$ cat config.mk
export PLATFORM = sky130hd
export DESIGN_NAME = ocu_channel
export DESIGN_NICKNAME = d
export VERILOG_FILES = /design/src/rtl/ocu_pkg.sv /design/src/rtl/ocu_cmp_reg.sv /design/src/rtl/ocu_match_det.sv /design/src/rtl/ocu_wave_ctrl.sv /design/src/rtl/ocu_channel.sv
export SDC_FILE = /design/constraint.sdc
export NUM_CORES = 1
export LEC_CHECK = 0
export CORE_ASPECT_RATIO = 1.2
export CORE_UTILIZATION = 39
export CTS_CLUSTER_DIAMETER = 50
export DETAILED_ROUTE_END_ITERATION = 10
export PLACE_DENSITY_LB_ADDON = 0.12
export REMOVE_ABC_BUFFERS = 1
export SYNTH_ARGS = -nofsm -noshare
export SYNTH_HDL_FRONTEND = slang
export SYNTH_HIERARCHICAL = 1
export SYNTH_SLANG_ARGS = --single-unit
$ cat constraint.sdc
create_clock -name clk -period 2.55 [get_ports clk]
set_clock_uncertainty 0.2 [all_clocks]
set_input_delay 0.765 -clock clk [delete_from_list [all_inputs] [get_ports clk]]
set_output_delay 0.765 -clock clk [all_outputs]
set_load 0.05 [all_outputs]
$ cat src/rtl/ocu_pkg.sv
package ocu_pkg;
  typedef enum logic [1:0] {
    ACT_NONE   = 2'b00,
    ACT_TOGGLE = 2'b01,
    ACT_CLEAR  = 2'b10,
    ACT_SET    = 2'b11
  } ocu_act_e;

  function automatic logic next_pin(input ocu_act_e act, input logic cur);
    case (act)
      ACT_TOGGLE: next_pin = ~cur;
      ACT_CLEAR:  next_pin = 1'b0;
      ACT_SET:    next_pin = 1'b1;
      default:    next_pin = cur;
    endcase
  endfunction
endpackage

$ cat src/rtl/ocu_cmp_reg.sv
module ocu_cmp_reg #(
  parameter int CNT_W = 16
) (
  input  logic             clk,
  input  logic             rst,
  input  logic             wr,
  input  logic [CNT_W-1:0] wdata,
  output logic [CNT_W-1:0] q
);
  always_ff @(posedge clk) begin
    if (rst)     q <= '0;
    else if (wr) q <= wdata;
  end


  cmp_load_chk: assert property (@(posedge clk) disable iff (rst)
    wr |=> (q == $past(wdata)));
endmodule

$ cat src/rtl/ocu_match_det.sv
module ocu_match_det #(
  parameter int CNT_W = 16
) (
  input  logic             clk,
  input  logic             rst,
  input  logic             tick,
  input  logic [CNT_W-1:0] cnt_val,
  input  logic [CNT_W-1:0] cmp_val,
  input  logic             cnt_wr,
  output logic             hit
);
  logic blank_q;

  // A counter write arms a mask that is consumed by the next later tick.
  always_ff @(posedge clk) begin
    if (rst)         blank_q <= 1'b0;
    else if (cnt_wr) blank_q <= 1'b1;
    else if (tick)   blank_q <= 1'b0;
  end

  assign hit = tick && !blank_q && (cnt_val == cmp_val);
endmodule

$ cat src/rtl/ocu_wave_ctrl.sv
module ocu_wave_ctrl
  import ocu_pkg::*;
(
  input  logic     clk,
  input  logic     rst,
  input  logic     hit,
  input  logic     force_stb,
  input  ocu_act_e act,
  input  logic     ctc_en,
  input  logic     flag_clr,
  output logic     wave_out,
  output logic     match_flag,
  output logic     clr_req
);
  logic fire;
  assign fire = hit || force_stb;

  always_ff @(posedge clk) begin
    if (rst) begin
      wave_out   <= 1'b0;
      match_flag <= 1'b0;
      clr_req    <= 1'b0;
    end else begin
      if (fire) wave_out <= next_pin(act, wave_out);
      if (hit)           match_flag <= 1'b1;
      else if (flag_clr) match_flag <= 1'b0;
      clr_req <= hit && ctc_en;
    end
  end


  flag_set_chk: assert property (@(posedge clk) disable iff (rst)
    hit |=> match_flag);

  force_noflag_chk: assert property (@(posedge clk) disable iff (rst)
    (force_stb && !hit && !match_flag) |=> !match_flag);

  force_noclr_chk: assert property (@(posedge clk) disable iff (rst)
    (force_stb && !hit) |=> !clr_req);

  clr_only_ctc_chk: assert property (@(posedge clk) disable iff (rst)
    clr_req |-> $past(ctc_en));

  pin_hold_chk: assert property (@(posedge clk) disable iff (rst)
    (!hit && !force_stb) |=> $stable(wave_out));
endmodule

$ cat src/rtl/ocu_channel.sv
module ocu_channel
  import ocu_pkg::*;
#(
  parameter int CNT_W = 16
) (
  input  logic             clk,
  input  logic             rst,
  input  logic             tick,
  input  logic [CNT_W-1:0] cnt_val,
  input  logic             cmp_wr,
  input  logic [CNT_W-1:0] cmp_wdata,
  input  logic             cnt_wr,
  input  logic [1:0]       act_sel,
  input  logic             ctc_en,
  input  logic             force_stb,
  input  logic             flag_clr,
  output logic             wave_out,
  output logic             match_flag,
  output logic             clr_req
);
  logic [CNT_W-1:0] cmp_q;
  logic             hit_w;

  ocu_cmp_reg #(.CNT_W(CNT_W)) u_cmp (
    .clk(clk), .rst(rst), .wr(cmp_wr), .wdata(cmp_wdata), .q(cmp_q)
  );

  ocu_match_det #(.CNT_W(CNT_W)) u_det (
    .clk(clk), .rst(rst), .tick(tick), .cnt_val(cnt_val),
    .cmp_val(cmp_q), .cnt_wr(cnt_wr), .hit(hit_w)
  );

  ocu_wave_ctrl u_wave (
    .clk(clk), .rst(rst), .hit(hit_w), .force_stb(force_stb),
    .act(ocu_act_e'(act_sel)), .ctc_en(ctc_en), .flag_clr(flag_clr),
    .wave_out(wave_out), .match_flag(match_flag), .clr_req(clr_req)
  );


  blank_chk: assert property (@(posedge clk) disable iff (rst)
    (!$past(rst) && $past(cnt_wr) && tick) |-> !hit_w);

  idle_chk: assert property (@(posedge clk) disable iff (rst)
    (!tick && !match_flag) |=> !match_flag);

  reset_chk: assert property (@(posedge clk)
    $past(rst) |-> (!wave_out && !match_flag && !clr_req));
endmodule

---- Word-level counts from Yosys, hierarchy flattened ----
Cells that the tools add are included.
cells by class
  reduce and logical (&&, ||, !) cells .... 9
  equality and inequality tests ........... 4
  bitwise gates (word level) .............. 1
  multiplexer cells ....................... 5
operator list
  operator                                       count
  == test 16 bit                                 1
  == test 2 bit, second input constant           2
  2-to-1 mux 1 bit                               4
  nonzero test 2 bit                             2
  logical AND 1 bit                              3
  case mux 1 bit (3 select lines)                1
  nonzero test 3 bit                             1
  == test 2 x 1 -> 1 bit, second input constant  1
  AND reduction 2 bit                            1
  zero test 1 bit                                1
  logical OR 1 bit                               1
  NOT 1 bit                                      1
storage, ports and cells
  register bits after elaboration ......... 20
  input bits .............................. 42
  output and inout bits ................... 3
  word-level logic and storage cells ...... 24

---- Longest topological paths before layout ----
Gate-level depths: netlist of the first run.
  depth in word-level cells ............... 5
  mapped depth ............................ 6

---- By module ----
The synthesis of the first run kept the hierarchy.
by module, submodules not included
  module         instances  cells an instance  area each (sq um)
  ocu_cmp_reg    1          52                 580.6
  ocu_match_det  1          26                 215.2
  ocu_wave_ctrl  1          13                 125.1

---- Worst setup path before layout of the first run ----
No wires, ideal clock.
  path type ............................... input port to flip-flop
  from .................................... in cnt_val[0]
  to ...................................... reg u_wave.wave_out
  setup time .............................. 117 ps
  path buffers ............................ 0
  slack ................................... 401 ps
  cell stages on the path ................. 6
  data arrival time ....................... 1832 ps
  cells stage by stage .................... xor2_1 nor4_1 nand4_1 nor4_2 o22ai_1 a32o_1
between the ends
  word-level cells in the longest chain between the ends .. 4
RTL lines
  element                               RTL line             source
  start, declared                       ocu_channel.sv:9     input logic [CNT_W-1:0] cnt_val,
  == test 16 bit                        ocu_match_det.sv:21  assign hit = tick && !blank_q && (cnt_val == cmp_val);
  logical AND 1 bit                     ocu_match_det.sv:21
  via hit_w                             ocu_channel.sv:22    logic hit_w;
  logical OR 1 bit                      ocu_wave_ctrl.sv:16  assign fire = hit || force_stb;
  AND reduction 2 bit (no source line)  --
  end signal, assigned                  ocu_wave_ctrl.sv:24  if (fire) wave_out <= next_pin(act, wave_out);
  end, declared                         ocu_wave_ctrl.sv:11  output logic wave_out,
The timed path passes the listed nets, and every way through them passes these cells.
A chain may end at the register's enable or synchronous reset.

---- Worst setup path in the final report of the first run ----
Ends and elaborated chain as after synthesis.

==> results.cfg, run 1 <==
[outcome]
outcome = complete, no violations

[layout]
drive_gt1_share_pct = 7.194
fill_cells = 175
area_growth_pct = 56.52
utilization_pct = 67.37
multi_input_area_um2 = 473.0
layout_commonest_cell = clkdlybuf4s50_1
diodes = 0
nNetsFinal = 182
regArea_um2 = 400.4
final_cell_mix = clkdlybuf4s50_1, dfxtp_1, nor2_1

[clocking]
holdBufCountCts = 0
cts_tree = yes
numCtsBuffers = 3
cts-htree-levels = 1
clockBufferDepth = 2
cts_setup_buffers = 0
clkTransAtPathRegs_ps = 110
clock_latency_ps = 300
cts_sinks = 20
clockRootBuffer = clkbuf_4
ctsResizeCount = 0

[power_and_ir_drop]
leakagePower_nw = 0.6360
vdd_drop_max_uv = 395.8
power_mw = 0.7333
powerDensity_nw_per_um2 = 508.7

[drt]
via_count = 790
avgViaCountPerCell = 4.675
wl_mm = 1.997
drc = 0
drt_iter0_drc = 6
ant_nets = 0
post_drt_wl_per_cell_um = 11.82
dr.pass1.iters = 4

[critical_path]
critPathLaunchType = primary input
crit_type = primary input to flip-flop
critPathArrivalTime_ps = 2490
cp-end-kind = flip-flop
worstPathRequired_ps = 2550
cp_max_fo = 3

[grt]
grt_max_degree = 17
grt_pass1_wl_mm = 3.312
track_usage_pct = 17.19
gr-total-overflow = 0
grt_pass1_vias = 775
antenna_found_initial = 0

[placed_design]
dp_worst_setup_slack_ps = -229.1
routabilityCongestion = 0.6992
io_buffers = 44
dp_hpwl_mm = 1.583

[floorplanning]
start_util_pct = 43.04
die_area_um2 = 2560
core_area_um2 = 2140
ios = 45
die_w_um = 46.36
rows = 18
chipHeight_um = 55.23

[timing]
tightestPinTransition_ps = 492.1
max_slew_margin_pct = 67.09
finalWorstSetupSlack_ps = 55.46
max_freq_mhz = 400.9
setup_violations = 0
min_period_ps = 2495
rsz0062_at_grt = no
slew_violations = 0
hold_viol_final = 0
period_share_pct = 97.83

[worst_hold_path]
hold_path.class = flip-flop to flip-flop

[logic_synthesis]
syn_area_um2 = 920.9
postSynthAreaPerCell_um2 = 10.12
ys_seq_area_share_pct = 43.48
synthDistinctLibCells = 21
syn_inst = 91
synth-seq-cells = 20
ys_warn_count = 6

[job]
cap_violations = 0
-- sequential cells by signal, indices dropped and copies added, names as in the netlist --
register	count
u_cmp/q	16
u_wave/clr_req	1
u_wave/match_flag	1
u_wave/wave_out	1
u_det/blank_q	1
-- worst max-delay path: stages --
cell and delay (ps):
clkdlybuf4s50_1 410, xor2_1 150, nor4_1 410, nand4_1 160, nor4_2 260, o22ai_1 110, a32o_1 220
-- power breakdown --
| group | total (mW) | internal, mW | leakage, nW | switching, mW |
|---|---|---|---|---|
| logic | 0.137 | 0.0899 | 0.443 | 0.0474 |
| registers | 0.341 | 0.330 | 0.165 | 0.0111 |
| clock network | 0.255 | 0.159 | 0.0279 | 0.0966 |
-- kinds of logic after synthesis --
family	share of synthesized area (%)
and+or+nand+nor	14.81
AOI/OAI and AO/OA	3.941
muxes	17.39
buffers and inverters	5.162
xor gates and xnor gates	15.22
DFF	43.48
-- worst paths after layout --
check / slack [ps] / end / cells past startpoint / from
setup / recovery: 60 / u_wave/wave_out / 7 / cnt_val[0]
setup reg to reg: 590 / u_wave/wave_out / 6 / u_cmp/q[0]
hold reg to reg: 290 / u_wave/match_flag / 2 / u_wave/match_flag
hold / removal: 290 / u_wave/match_flag / 2 / u_wave/match_flag
-- cell type report --
type | instances | share of cell area [%]
timing repair buffer | 48 | 32.64
clock inverter | 1 | 2.083
sequential | 20 | 27.78
tap | 30 | 2.604
inverter | 2 | 0.5208
multi-input combinational | 65 | 32.81
clock buffer | 3 | 1.563
-- cells in the mapped netlist --
cell type / number / share of area [%]
nand4_1: 1 / 0.68
buf_6: 1 / 1.2
nor4_2: 1 / 1.4
xor2_1: 16 / 15
a32o_1: 1 / 1.1
o21ba_1: 1 / 1.1
nor3_1: 1 / 0.54
o22ai_1: 1 / 0.68
inv_1: 2 / 0.82
nand2_1: 1 / 0.41
mux2i_1: 16 / 17
buf_2: 1 / 0.54
dfxtp_1: 20 / 43
buf_1: 1 / 0.41
nor4_1: 3 / 2.0
or2b_1: 1 / 0.82
nor2_1: 18 / 7.3
nand2b_1: 1 / 0.68
a21oi_1: 2 / 1.1
and2b_2: 1 / 0.95
buf_12: 1 / 2.2
-- per-stage QoR --
step | TNS (ps) | hold WS (ps) | area, µm² | std cells
after global placement | -434.2 | 261.5 | 1389 | 165
after floorplan | 0 | 252.6 | 880.8 | 87
after global routing | 0 | 314.4 | 1441 | 169
after CTS | 0 | 290.7 | 1441 | 169
after detailed placement | -542.9 | 274.6 | 1389 | 165
final | 0 | 292.5 | 1441 | 169
-- per-layer routing --
metal  vias to the layer above  global-route usage [%]  part of all wire [%]
li1                        398                       -                     -
met3                         2                   2.614                   6.1
met4                         0                   6.303                  0.65
met2                        27                   28.57                    52
met5                         -                       0                     0
met1                       363                   21.33                    41
Note: power is estimated with default switching activity, not from simulation.
==> inputs of run 2 (changes only) <==
--- a/config.mk
+++ b/config.mk
@@ -11,6 +11,7 @@
 export DETAILED_ROUTE_END_ITERATION = 10
 export PLACE_DENSITY_LB_ADDON = 0.12
 export REMOVE_ABC_BUFFERS = 1
+export SLEW_MARGIN = 20
 export SYNTH_ARGS = -nofsm -noshare
 export SYNTH_HDL_FRONTEND = slang
 export SYNTH_HIERARCHICAL = 1
==> results of run 2 <==
Same layout as run 1: the final DEF is identical, and so are final timing and power.
